File: src/rtl/can_mr_pkg.sv
package can_mr_pkg;

    localparam int ADDR_W = 8;
    localparam int DATA_W = 32;

    // Register offsets (byte addresses of 32-bit words)
    localparam logic [ADDR_W-1:0] OFS_CTRL = 8'h00;
    localparam logic [ADDR_W-1:0] OFS_MODE = 8'h04;
    localparam logic [ADDR_W-1:0] OFS_STAT = 8'h18;
    localparam logic [ADDR_W-1:0] OFS_FLAG = 8'h1C;
    localparam logic [ADDR_W-1:0] OFS_FCLR = 8'h24;

    localparam int EN_BIT = 1;
    localparam int SEL_W  = 3;

    localparam logic [SEL_W-1:0] CODE_NORMAL = 3'd0;
    localparam logic [SEL_W-1:0] CODE_SLEEP  = 3'd1;
    localparam logic [SEL_W-1:0] CODE_LOOP   = 3'd2;
    localparam logic [SEL_W-1:0] CODE_SNOOP  = 3'd4;

    // Status bit positions per running mode
    localparam int ST_NORMAL = 3;
    localparam int ST_LOOP   = 1;
    localparam int ST_SLEEP  = 2;
    localparam int ST_SNOOP  = 12;

    // Interrupt sources
    localparam int IRQ_N  = 2;
    localparam int IRQ_TX = 0;
    localparam int IRQ_RX = 1;

    typedef enum logic [2:0] {
        ACT_CFG,
        ACT_NORMAL,
        ACT_SLEEP,
        ACT_LOOP,
        ACT_SNOOP
    } act_e;

    typedef struct packed {
        logic              wr;
        logic [ADDR_W-1:0] addr;
        logic [DATA_W-1:0] wdata;
    } bus_wr_t;

    function automatic int irq_pos(input int idx);
        return (idx == IRQ_TX) ? 1 : 4;
    endfunction

    function automatic logic code_ok(input logic [DATA_W-1:0] w);
        return (w == DATA_W'(CODE_NORMAL)) || (w == DATA_W'(CODE_SLEEP)) ||
               (w == DATA_W'(CODE_LOOP))   || (w == DATA_W'(CODE_SNOOP));
    endfunction

    function automatic act_e code_to_act(input logic [SEL_W-1:0] c);
        case (c)
            CODE_SLEEP: return ACT_SLEEP;
            CODE_LOOP:  return ACT_LOOP;
            CODE_SNOOP: return ACT_SNOOP;
            default:    return ACT_NORMAL;
        endcase
    endfunction

    function automatic logic [DATA_W-1:0] status_word(input act_e a);
        logic [DATA_W-1:0] s;
        s = '0;
        case (a)
            ACT_NORMAL: s[ST_NORMAL] = 1'b1;
            ACT_SLEEP:  s[ST_SLEEP]  = 1'b1;
            ACT_LOOP:   s[ST_LOOP]   = 1'b1;
            ACT_SNOOP:  s[ST_SNOOP]  = 1'b1;
            default:    s = '0;
        endcase
        return s;
    endfunction

endpackage

File: src/rtl/can_mr_mode_ctl.sv
module can_mr_mode_ctl
    import can_mr_pkg::*;
(
    input  logic                clk,
    input  logic                rst,
    input  bus_wr_t             wr,
    input  logic                bus_act,
    output act_e                act,
    output logic                en_q,
    output logic [SEL_W-1:0]    sel_q
);

    logic ctrl_hit;
    logic mode_hit;

    assign ctrl_hit = wr.wr && (wr.addr == OFS_CTRL);
    assign mode_hit = wr.wr && (wr.addr == OFS_MODE);

    always_ff @(posedge clk) begin
        if (rst) begin
            en_q  <= 1'b0;
            sel_q <= CODE_NORMAL;
            act   <= ACT_CFG;
        end else begin
            if (ctrl_hit) begin
                en_q <= wr.wdata[EN_BIT];
                if (!wr.wdata[EN_BIT]) begin
                    act <= ACT_CFG;
                end else if (!en_q) begin
                    act <= code_to_act(sel_q);
                end
            end else if (act == ACT_SLEEP && bus_act) begin
                act <= ACT_NORMAL;
            end
            if (mode_hit && !en_q && code_ok(wr.wdata)) begin
                sel_q <= wr.wdata[SEL_W-1:0];
            end
        end
    end

    AST_MODE_LOCKED: assert property (@(posedge clk) disable iff (rst)
        en_q |=> $stable(sel_q));

    AST_SLEEP_WAKE: assert property (@(posedge clk) disable iff (rst)
        (act == ACT_SLEEP && bus_act && !ctrl_hit) |=> (act == ACT_NORMAL));

    AST_CFG_WHEN_OFF: assert property (@(posedge clk) disable iff (rst)
        !en_q |-> (act == ACT_CFG));

endmodule

File: src/rtl/can_mr_irq.sv
module can_mr_irq
    import can_mr_pkg::*;
(
    input  logic             clk,
    input  logic             rst,
    input  act_e             act,
    input  logic             ev_tx,
    input  logic             ev_rx,
    input  bus_wr_t          wr,
    output logic [IRQ_N-1:0] flags
);

    logic [IRQ_N-1:0] set_v;
    logic             clr_hit;

    assign clr_hit = wr.wr && (wr.addr == OFS_FCLR);

    always_comb begin
        set_v         = '0;
        set_v[IRQ_TX] = ev_tx && (act == ACT_NORMAL || act == ACT_LOOP);
        set_v[IRQ_RX] = (ev_rx && act != ACT_CFG) || (ev_tx && act == ACT_LOOP);
    end

    for (genvar i = 0; i < IRQ_N; i++) begin : g_flag
        always_ff @(posedge clk) begin
            if (rst) begin
                flags[i] <= 1'b0;
            end else if (set_v[i]) begin
                flags[i] <= 1'b1;
            end else if (clr_hit && wr.wdata[irq_pos(i)]) begin
                flags[i] <= 1'b0;
            end
        end
    end

    AST_CFG_NO_EVENTS: assert property (@(posedge clk) disable iff (rst)
        (act == ACT_CFG) |=> ((flags & ~$past(flags)) == '0));

    AST_TX_SET_WINS: assert property (@(posedge clk) disable iff (rst)
        (ev_tx && act == ACT_NORMAL) |=> flags[IRQ_TX]);

    AST_LOOP_ECHO: assert property (@(posedge clk) disable iff (rst)
        (ev_tx && act == ACT_LOOP) |=> (flags[IRQ_TX] && flags[IRQ_RX]));

    AST_SNOOP_NO_TXFLAG: assert property (@(posedge clk) disable iff (rst)
        (act == ACT_SNOOP && !flags[IRQ_TX]) |=> !flags[IRQ_TX]);

endmodule

File: src/rtl/can_mr_regs.sv
module can_mr_regs
    import can_mr_pkg::*;
(
    input  logic              clk,
    input  logic              rst,
    input  logic              bus_wr,
    input  logic [7:0]        bus_addr,
    input  logic [31:0]       bus_wdata,
    output logic [31:0]       bus_rdata,
    input  logic              ev_tx_done,
    input  logic              ev_rx_done,
    input  logic              ev_bus_seen,
    output logic              eng_enable,
    output logic              eng_sleep,
    output logic              eng_loopback,
    output logic              eng_listen_only,
    output logic              tx_permit
);

    bus_wr_t          wr;
    act_e             act;
    logic             en_q;
    logic [SEL_W-1:0] sel_q;
    logic [IRQ_N-1:0] flags;
    logic [DATA_W-1:0] flag_word;

    assign wr = '{wr: bus_wr, addr: bus_addr, wdata: bus_wdata};

    can_mr_mode_ctl u_mode (
        .clk     (clk),
        .rst     (rst),
        .wr      (wr),
        .bus_act (ev_bus_seen),
        .act     (act),
        .en_q    (en_q),
        .sel_q   (sel_q)
    );

    can_mr_irq u_irq (
        .clk   (clk),
        .rst   (rst),
        .act   (act),
        .ev_tx (ev_tx_done),
        .ev_rx (ev_rx_done),
        .wr    (wr),
        .flags (flags)
    );

    always_comb begin
        flag_word = '0;
        for (int i = 0; i < IRQ_N; i++) begin
            flag_word[irq_pos(i)] = flags[i];
        end
    end

    always_comb begin
        bus_rdata = '0;
        case (bus_addr)
            OFS_CTRL: bus_rdata[EN_BIT] = en_q;
            OFS_MODE: bus_rdata[SEL_W-1:0] = sel_q;
            OFS_STAT: bus_rdata = status_word(act);
            OFS_FLAG: bus_rdata = flag_word;
            default:  bus_rdata = '0;
        endcase
    end

    assign eng_enable      = (act != ACT_CFG);
    assign eng_sleep       = (act == ACT_SLEEP);
    assign eng_loopback    = (act == ACT_LOOP);
    assign eng_listen_only = (act == ACT_SNOOP);
    assign tx_permit       = (act == ACT_NORMAL) || (act == ACT_LOOP);

    AST_STATUS_ONEHOT: assert property (@(posedge clk) disable iff (rst)
        (bus_addr == OFS_STAT) |-> ($onehot0(bus_rdata) && ((bus_rdata == '0) == !eng_enable)));

    AST_LISTEN_NO_TX: assert property (@(posedge clk) disable iff (rst)
        (eng_listen_only || eng_sleep) |-> !tx_permit);

    AST_ENABLE_FOLLOWS_BIT: assert property (@(posedge clk) disable iff (rst)
        (bus_wr && bus_addr == OFS_CTRL && !bus_wdata[EN_BIT]) |=> !eng_enable);

endmodule

File: config.mk
export PLATFORM = sky130hd
export DESIGN_NAME = can_mr_regs
export DESIGN_NICKNAME = d
export VERILOG_FILES = /design/src/rtl/can_mr_pkg.sv /design/src/rtl/can_mr_mode_ctl.sv /design/src/rtl/can_mr_irq.sv /design/src/rtl/can_mr_regs.sv
export SDC_FILE = /design/constraint.sdc
export NUM_CORES = 1
export LEC_CHECK = 0
export ABC_AREA = 0
export BUFFER_PORTS_ARGS = -buffer_cell sky130_fd_sc_hd__buf_2
export CAP_MARGIN = 20
export CORE_MARGIN = 8
export CORE_UTILIZATION = 37
export CTS_BUF_LIST = sky130_fd_sc_hd__clkbuf_16
export DETAILED_ROUTE_END_ITERATION = 6
export PLACE_DENSITY = 0.79
export SYNTH_ARGS = -nofsm -noshare
export SYNTH_HDL_FRONTEND = slang
export SYNTH_SLANG_ARGS = --single-unit
File: constraint.sdc
create_clock -name clk -period 1.6 [get_ports clk]
set_input_delay 0.08 -clock clk [delete_from_list [all_inputs] [get_ports clk]]
set_output_delay 0.08 -clock clk [all_outputs]
set_load 0.02 [all_outputs]
Word-level counts from Yosys, hierarchy flattened
Index checks and enable logic that the tools add are counted.
{"block": "word_totals", "register_bits": 9, "in_bits": 46}
{"block": "classes", "eq_ne": 15, "mux": 17, "reduce_logical": 24}
{"cell": "== test 32 x 1 -> 1 bit (second input constant)", "count": 1}
{"cell": "== test 32 x 2 -> 1 bit (second input constant)", "count": 1}
{"cell": "== test 32 x 3 -> 1 bit (second input constant)", "count": 1}
{"cell": "zero test 32 bit", "count": 1}
{"cell": "one-hot mux 10 bit (2 select lines)", "count": 1}
{"cell": "== test 8 x 5 -> 1 bit (second input constant)", "count": 2}
{"cell": "2-to-1 mux 3 bit", "count": 4}
{"cell": "logical AND 1 bit", "count": 11}
{"cell": "== test 3 x 2 -> 1 bit (second input constant)", "count": 3}
{"cell": "2-to-1 mux 1 bit", "count": 9}
{"cell": "one-hot mux 3 bit (3 select lines)", "count": 1}
{"cell": "== test 8 x 3 -> 1 bit (second input constant)", "count": 1}
{"cell": "== test 8 x 6 -> 1 bit (second input constant)", "count": 1}
{"cell": "zero test 8 bit", "count": 1}
{"cell": "== test 3 x 1 -> 1 bit (second input constant)", "count": 2}
{"cell": "== test 3 bit (second input constant)", "count": 2}
{"cell": "nonzero test 2 bit", "count": 3}
{"cell": "logical OR 1 bit", "count": 5}
{"cell": "one-hot mux 1 bit (4 select lines)", "count": 1}
{"cell": "inequality test 3 bit (second input constant)", "count": 1}
{"cell": "nonzero test 3 bit", "count": 1}
{"cell": "one-hot mux 1 bit (2 select lines)", "count": 1}
{"cell": "AND reduction 2 bit", "count": 1}
{"cell": "zero test 1 bit", "count": 1}

Depth between registers and ports, before layout
Gate-level depths: netlist of run 1.
{"block": "depth", "depth_word": 5, "mapped_depth": 4, "ltp_nobuf": 4}

Modules after synthesis
A second synthesis of run 1 with hierarchy kept.
{"block": "hier_totals", "hier_cells": 127, "area_unflattened_um2": 987.2}
{"mod": "can_mr_mode_ctl", "n_inst": 1, "cells_each": 59, "area_each_um2": 476.7, "seq_area_each_um2": 140.1}
{"mod": "can_mr_regs", "n_inst": 1, "cells_each": 54, "area_each_um2": 359.1, "seq_area_each_um2": 0.0}
{"mod": "can_mr_irq", "n_inst": 1, "cells_each": 14, "area_each_um2": 151.4, "seq_area_each_um2": 40.0}

Worst setup path before layout of run 1
Ideal clock, no wire load.
{"block": "synth_path", "kind": "reg2reg", "from": "reg u_mode.en_q", "to": "reg u_mode.sel_q[0]", "setup_ns": 0.072, "t_arrival_ns": 1.392, "required_ns": 1.528, "path_slack_ns": 0.136, "path_stages_with_launch": 5, "period_less_slack_ns": 1.464, "path_cell_list": "dfxtp_1 -> nor4_1 -> nand4_1 -> nor4_2 -> mux2i_1"}
{"block": "synth_via", "elab_chain_cells": 3}
{"item": "start, declared", "line_no": "can_mr_mode_ctl.sv:9", "source": "output logic en_q,"}
{"item": "start signal, assigned", "line_no": "can_mr_mode_ctl.sv:26", "source": "en_q <= wr.wdata[EN_BIT];"}
{"item": "zero test 1 bit"}
{"item": "logical AND 1 bit (2 in series)", "line_no": "can_mr_mode_ctl.sv:35", "source": "if (mode_hit && !en_q && code_ok(wr.wdata)) begin"}
{"item": "end signal, assigned", "line_no": "can_mr_mode_ctl.sv:36", "source": "sel_q <= wr.wdata[SEL_W-1:0];"}
{"item": "end, declared", "line_no": "can_mr_mode_ctl.sv:10", "source": "output logic [SEL_W-1:0] sel_q"}
Every way passes these cells.
A chain may end at the register's enable or synchronous reset.

Worst setup path in the final report of run 1
{"block": "layout_path", "from": "reg u_mode.act[0]", "to": "out bus_rdata[1]"}
{"block": "layout_via", "elab_chain_cells": 3}
{"item": "start, declared", "line_no": "can_mr_mode_ctl.sv:8", "source": "output act_e act,"}
{"item": "start signal, assigned", "line_no": "can_mr_mode_ctl.sv:30", "source": "act <= code_to_act(sel_q);"}
{"item": "== test 3 x 2 -> 1 bit", "line_no": "can_mr_pkg.sv:67", "source": "case (a)"}
{"item": "2-to-1 mux 1 bit", "line_no": "can_mr_pkg.sv:67"}
{"item": "one-hot mux 1 bit (4 select lines)", "line_no": "can_mr_regs.sv:58", "source": "case (bus_addr)"}
{"item": "end, declared", "line_no": "can_mr_regs.sv:9", "source": "output logic [31:0] bus_rdata,"}
Every way passes these cells.

==> out/metrics.yaml, run 1 <==
status: "complete, no violations"
timing.hold.worst.class: "primary input to register"
grt-ovfl-total: 0
die_height_um: 66.0
postCtsSetupBuffers: 0
post_drt_via_cell_ratio: 4.92
worstSkewPairLatency_ps: 240
final_antenna_net_count: 0
clkSinkCount: 9
core_area_sq_um: 2430
buffer_ports.inserted: 56
synthMostInstantiatedCell: "sky130_fd_sc_hd__buf_4"
routabilityCongestion: 0.853
grt_util_all_layers_pct: 12.5
dieArea_sq_um: 4360
timing.final.setup_violations: 0
footprint_of_the_multi_input_gates_sq_um: 661
finalCoreUtilization_pct: 52.3
ys_seq_area_share_pct: 19.5
nets: 226
clock_path_buffers: 2
cp.required_ps: 1520
dp.cells: 205
postSynth.asyncResetShare_pct: 0
period_needed_ps: 1490
slew_violations: 0
yosys_warnings: 0
power_per_cell_area_nw_per_um2: 646
critical_path_class: "register to output port"
max_cap_violations: 0
design_power_total_mw: 0.821
source_of_the_critical_timing_path: "u_mode.act[0]"
timing.critical_path.to: "bus_rdata[1]"
type_of_destination_of_the_critical_path: "output port"
worst_ir_drop_vdd_mv: 0.489
syn2layout_area_growth_pct: 37.3
cts_root_buf: "sky130_fd_sc_hd__clkbuf_16"
cts_inserted_buffers: 3
tritoncts: "built"
number_of_antenna_violations_at_the_first_check_in_global_routing: 0
fill_cell_count: 246
insertedDiodeCount: 0
synth.cell_area_sq_um: 926
routed.top_layer: "met4"
htreeDepth: 1
holdWs_ps: 129
rrSetupSlack_ps: 190
rows: 18
wl_um: 2790
ctsHoldBuffers: 0
detailroute.wirelength.met2_um: 1310
drt_iter0_markers: 15
post-dp-hpwl_um: 2380
detailroute.via_count: 1029
io-pin-count: 83
synth_area_per_cell_sq_um: 7.91
detail_route.wirelength.met1_um: 1030
r2r_endpoint: "u_mode.sel_q[0]"
dr.pass1.iters: 4
leakagePower_nw: 0.606
maximum_fanout_encountered_on_the_critical_timing_path: 6
synthDistinctLibCells: 36
stdcell_count: 209
clk_pin_slew_worst_paths_ps: 40
final_layout_size_suffix_gt1_share_pct: 40.2
fin_setup_tns_ps: 0
grt_start_max_net_pins: 14
critical_path_startpoint_category: "register"
rsz0062_at_grt: "false"
floorplan.initialDensity_pct: 38.1
max_freq_ghz: 0.672
postSynth.topFlopCell: "sky130_fd_sc_hd__dfxtp_1"
rr_startpoint: "u_mode.en_q"
synthCells: 117
via_count_of_the_first_global_routing_pass: 1064
wl_met3_um: 370
ff2ff_path_depth: 5
hold_violations: 0
synth_seq_cells: 9
endpoint_arrival_time_on_the_critical_path_ps: 1410
clock_skew_ps: 1.88
synth_enable_flop_cells: 0
synth.cells.most_frequent: "26 x sky130_fd_sc_hd__buf_4, 9 x sky130_fd_sc_hd__dfxtp_1, 9 x sky130_fd_sc_hd__nand2_1, 8 x sky130_fd_sc_hd__nor4_1, 7 x sky130_fd_sc_hd__nand2b_1"
drt-wirelength-per-cell_um: 13.4
grt_pass1_wl_um: 4280
synth.top_cell.area_share_pct: 21.1
combined_flip_flop_and_latch_cell_area_sq_um: 180
netlist.top_cell.by_area: "sky130_fd_sc_hd__buf_4"
dieWidth_um: 66.0
post-route-period-util_pct: 93.0
ys_top_cells_by_area: "sky130_fd_sc_hd__buf_4 21%, sky130_fd_sc_hd__dfxtp_1 19%, sky130_fd_sc_hd__mux2i_1 6.5%"
drcViolationCount: 0
## cells by family after synthesis
group	count (synthesis)	share of synthesized area, %
AND/OR/NAND/NOR	58	41.2
flip-flops	9	19.5
multiplexers	6	6.49
other	1	0.405
AO/OA/AOI/OAI	13	8.65
XOR/XNOR	2	1.89
buffers and inverters	28	21.9
## worst min-delay path by stage
stage                      end  slack, ps          from  cells past startpoint
6_report       u_mode.sel_q[2]        130  bus_wdata[2]                      3
5_1_grt        u_mode.sel_q[0]        150  bus_wdata[0]                      3
4_1_cts        u_mode.sel_q[2]        130  bus_wdata[2]                      3
3_5_place_dp   u_mode.sel_q[2]        370  bus_wdata[2]                      3
3_3_place_gp   u_mode.sel_q[0]        360  bus_wdata[0]                      3
2_1_floorplan      u_mode.en_q        230  bus_wdata[1]                      2
## metrics by stage
step | area, sq um | worst slack (ps)
after floorplan | 1020 | 136
after global placement | 1170 | -32.6
after detailed placement | 1170 | -54.7
after CTS | 1250 | 30.9
after global routing | 1270 | 20.0
final | 1270 | 113
## timing repair
item / in CTS / in global routing
resized for setup: 1 / 3
pin swaps: 0 / 0
endpoints found under the setup margin: 3 / 6
## worst max-delay path: stages, from the launching register on
cell	delay (ps)
sky130_fd_sc_hd__dfxtp_1	390
sky130_fd_sc_hd__nor2b_2	240
sky130_fd_sc_hd__nand3b_1	90
sky130_fd_sc_hd__a21oi_1	170
sky130_fd_sc_hd__o21a_1	120
sky130_fd_sc_hd__buf_2	160
## layout by cell type, fill, tap and decap left out, types with 2 or more instances in the layout
| cell type | netlist | layout |
|---|---|---|
| sky130_fd_sc_hd__nor3_1 | 3 | 3 |
| sky130_fd_sc_hd__nor4_1 | 8 | 6 |
| sky130_fd_sc_hd__and2_1 | 5 | 5 |
| sky130_fd_sc_hd__conb_1 | 1 | 26 |
| sky130_fd_sc_hd__nand3_1 | 3 | 3 |
| sky130_fd_sc_hd__nand4_1 | 4 | 4 |
| sky130_fd_sc_hd__nor4b_1 | 3 | 3 |
| sky130_fd_sc_hd__buf_2 | 0 | 56 |
| sky130_fd_sc_hd__nor4_2 | 2 | 3 |
| sky130_fd_sc_hd__o21ai_0 | 3 | 3 |
| sky130_fd_sc_hd__nor2_1 | 4 | 4 |
| sky130_fd_sc_hd__nand2_1 | 9 | 9 |
| sky130_fd_sc_hd__o21a_1 | 2 | 2 |
| sky130_fd_sc_hd__nand2b_1 | 7 | 7 |
| sky130_fd_sc_hd__mux2i_1 | 6 | 6 |
| sky130_fd_sc_hd__a21oi_1 | 3 | 3 |
| sky130_fd_sc_hd__inv_1 | 1 | 2 |
| sky130_fd_sc_hd__dfxtp_1 | 9 | 9 |
| sky130_fd_sc_hd__buf_4 | 26 | 4 |
| sky130_fd_sc_hd__clkbuf_16 | 0 | 3 |
## flip-flops by register name (all words and copies together), names as in the netlist
| register | flops |
|---|---|
| u_mode.act | 3 |
| u_mode.sel_q | 3 |
| u_irq.flags | 2 |
| u_mode.en_q | 1 |
## layout make-up
cell class,count,area share [%]
Inverter,1,0.295
Tap cell,30,2.95
Multi-Input combinational cell,105,52.0
Timing Repair Buffer,60,24.4
Clock buffer,3,5.91
Sequential cell,9,14.2
Clock inverter,1,0.295
## layer usage
layer	vias to the layer above	track usage, %
li1	499	-
met1	455	11.8
met2	64	22.3
met3	11	4.75
met4	0	7.47
met5	-	0
## power by group
part	internal (mW)	switching, mW
combinational	0.0572	0.104
clock	0.326	0.107
sequential	0.226	0.000135
total	0.609	0.212
(Power assumes the default switching activity.)
==> run 2, diff against run 1 <==
Settings changed: CORE_ASPECT_RATIO set to 2, CORE_UTILIZATION 37 to 38, PLACE_DENSITY 0.79 to 0.8, SYNTH_HIERARCHICAL set to 1.
==> run 2 against run 1 <==
  * Hold slack worse by 1.6 ps
  * Critical path depth is 1 lower
  * Maximum frequency is 5.3% lower
  * Final cell count is 7.7% higher
  * Cell area is 10% higher
==> out/metrics.yaml, run 2 <==
leakagePower_nw: 0.630  # +4.0%
htreeDepth: 1  # unchanged
number_of_antenna_violations_at_the_first_check_in_global_routing: 0  # unchanged
drt-wirelength-per-cell_um: 15.1  # +13%
core_area_sq_um: 2500  # +3.0%
worst_ir_drop_vdd_mv: 0.506  # +3.4%
routabilityCongestion: 0.833  # -2.4%
cp_slowest_cell: "sky130_fd_sc_hd__or4_4"
postCtsSetupBuffers: 0  # unchanged
ys_top_cells_by_area: "sky130_fd_sc_hd__buf_4 20%, sky130_fd_sc_hd__dfxtp_1 18%, sky130_fd_sc_hd__nor4_1 5.1%"
critical_path_class: "register to output port"
gr-usage-met2_pct: 27.4  # +5.1 points
p_clk_share_pct: 51.8  # -1.0 points
ctsHoldBuffers: 0  # unchanged
endpoint_arrival_time_on_the_critical_path_ps: 1490  # +80 ps
grt_start_max_net_pins: 12  # -2
reg.largest.list: "u_mode/act x3, u_mode/sel_q x3, u_irq/flags x2"
timing.final.setup_violations: 0  # unchanged
critical_path_startpoint_category: "register"
synth_enable_flop_cells: 0  # unchanged
detailroute.via_count: 1204  # +17%
hold_violations: 0  # unchanged
grt_pass1_wl_um: 5370  # +25%
critical-path-top-delay-family: "simple AND/OR/NAND/NOR gates"
drcViolationCount: 0  # unchanged
synth.cells.most_frequent: "26 x sky130_fd_sc_hd__buf_4, 10 x sky130_fd_sc_hd__nand2_1, 9 x sky130_fd_sc_hd__dfxtp_1, 8 x sky130_fd_sc_hd__a21oi_1, 8 x sky130_fd_sc_hd__nor4_1"
slew_violations: 0  # unchanged
insertedDiodeCount: 0  # unchanged
post-route-period-util_pct: 98.2  # +5.2 points
sequentialPowerShare_pct: 26.8  # -0.7 points
dr.pass1.iters: 4  # unchanged
dieWidth_um: 52.0  # -21%
postSynth.topFlopCell: "sky130_fd_sc_hd__dfxtp_1"
r2r_endpoint: "u_mode/sel_q[2]"
rr_startpoint: "u_mode/en_q"
type_of_destination_of_the_critical_path: "output port"
tritoncts: "built"
die_height_um: 88.1  # +33%
rrSetupSlack_ps: 70  # -120 ps
floorplan.initialDensity_pct: 39.4  # +1.3 points
cp.buffers_inverters: 1  # unchanged
grt_util_all_layers_pct: 14.6  # +2.2 points
syn2layout_area_growth_pct: 42.1
post-dp-hpwl_um: 2970  # +25%
worst_hold_startpoint: "bus_wdata[0]"
fin_setup_tns_ps: 0  # unchanged
yosys_warnings: 6  # +6
max_freq_ghz: 0.636  # -5.3%
wl_um: 3400  # +22%
synth.top_cell.area_share_pct: 19.8  # -1.3 points
synth.cell_area_sq_um: 987  # +6.6%
clkSinkCount: 9  # unchanged
status: "complete, no violations"
synth_seq_cells: 9  # unchanged
post_cts_resized: 4  # +3
global_route.usage.met3_pct: 7.48  # +2.7 points
clock_path_buffers: 2  # unchanged
synthCells: 127  # +8.5%
power_per_cell_area_nw_per_um2: 600  # -7.1%
source_of_the_critical_timing_path: "u_mode/act[2]"
placed_cell_area_sq_um: 1300  # +11%
clk_pin_slew_worst_paths_ps: 40  # about the same
postSynth.asyncResetShare_pct: 0  # unchanged
buffer_ports.inserted: 56  # unchanged
rows: 26  # +8
netlist.top_cell.by_area: "sky130_fd_sc_hd__buf_4"
max_cap_violations: 0  # unchanged
cts_root_buf: "sky130_fd_sc_hd__clkbuf_16"
p_int_mw: 0.619  # +1.6%
maximum_fanout_encountered_on_the_critical_timing_path: 8  # +2
grt-ovfl-total: 0  # unchanged
grt_most_used_layer: "met2"
period_needed_ps: 1570  # +83.9 ps
combinationalPowerShare_pct: 21.4  # +1.8 points
holdPathStages: 3  # unchanged
met1_global_route_usage_pct: 12.0  # +0.21 points
clock_skew_ps: 0.508  # -1.37 ps
post_drt_via_cell_ratio: 5.35  # +8.7%
net_switching_mw: 0.222  # +5.0%
ff2ff_path_depth: 4  # -1
cts_inserted_buffers: 3  # unchanged
dieArea_sq_um: 4580  # +5.1%
timing.critical_path.cells: "nand2b_4 > or4_4 > a21oi_2 > buf_6"
final_layout_size_suffix_gt1_share_pct: 43.1  # +2.9 points
synth_area_per_cell_sq_um: 7.77  # -1.8%
rsz0062_at_grt: "true"
top_library_cells_by_usage_in_the_layout_fill_and_taps_aside: "55 x sky130_fd_sc_hd__buf_2, 26 x sky130_fd_sc_hd__conb_1, 12 x sky130_fd_sc_hd__buf_4, 10 x sky130_fd_sc_hd__nand2_1, 8 x sky130_fd_sc_hd__nor4_1"
synthMostInstantiatedCell: "sky130_fd_sc_hd__buf_4"
cp.required_ps: 1520  # about the same
path_depth: 4  # -1
stdcell_count: 225  # +7.7%
design_power_total_mw: 0.841  # +2.5%
io-pin-count: 83  # unchanged
final_antenna_net_count: 0  # unchanged
nets: 244  # +8.0%
timing.hold.worst.class: "primary input to register"
drt_iter0_markers: 23  # +8
critPathMaxStageDelay_ps: 480  # +90 ps
fin_area_sq_um: 1400  # +10%
ys_seq_area_share_pct: 18.3  # -1.2 points
swShare_pct: 26.4  # +0.64 points
mostFrequentLayoutCell: "sky130_fd_sc_hd__buf_2"
dp.cells: 221  # +7.8%
synthDistinctLibCells: 36  # unchanged
fill_cell_count: 271  # +10%
timing.critical_path.to: "bus_rdata[2]"
via_count_of_the_first_global_routing_pass: 1288  # +21%
worstSkewPairLatency_ps: 230  # about the same
-- run 2: power by group through the flow --
| stage | clock [mW] | combinational [mW] | sequential (mW) |
|---|---|---|---|
| 2_1_floorplan | 0 | 0.132 | 0.229 |
| 3_3_place_gp | 0 | 0.173 | 0.229 |
| 3_5_place_dp | 0 | 0.176 | 0.229 |
| 4_1_cts | 0.445 | 0.177 | 0.226 |
| 5_1_grt | 0.455 | 0.195 | 0.226 |
| 6_report | 0.436 | 0.180 | 0.226 |
-- run 2: layer usage --
layer | vias up | share of wire (%)
met5 | - | 0
met4 | 0 | 1.2
met3 | 6 | 13
met2 | 75 | 52
met1 | 541 | 33
li1 | 582 | -
-- run 2: layout make-up --
type | count | area (sq um) | area share, %
Sequential cell | 9 | 184 | 13.1
Inverter | 3 | 11.3 | 0.803
Clock buffer | 3 | 75.1 | 5.35
Tap cell | 28 | 35.0 | 2.50
Timing Repair Buffer | 68 | 377 | 26.9
Multi-Input combinational cell | 113 | 717 | 51.1
Clock inverter | 1 | 3.75 | 0.268
-- run 2: how the worst min path moves through the flow --
stage | endpoint | slack [ps]
floorplan | u_irq/flags[0] | 150
global route | u_mode/sel_q[0] | 140
detailed placement | u_mode/sel_q[0] | 370
finish | u_mode/sel_q[0] | 130
CTS | u_mode/sel_q[0] | 120
global placement | u_mode/sel_q[0] | 370
-- run 2: through the flow --
stage | utilization, % | hold slack, ps | setup WS (ps)
finish | 56.0 | 128 | 28.8
detailed placement | 51.8 | 371 | -113
global route | 56.0 | 142 | -4.86
CTS | 55.4 | 124 | 7.97
floorplan | - | 149 | 11.6
global placement | 51.8 | 371 | -100
-- run 2: cell families after synthesis --
family          after synthesis  share of synthesized area [%]
other cells                   1                          0.380
buf+inv                      30                           21.3
simple gates                 60                           40.7
compound gates               25                           17.6
xor+xnor                      2                           1.77
flops                         9                           18.3
-- run 2: worst register-to-register path, delay by kind of cell, from the launching register on --
| kind | cells | cell delay, ps |
|---|---|---|
| simple gates | 2 | 660 |
| compound gates | 2 | 420 |
| flops | 1 | 340 |
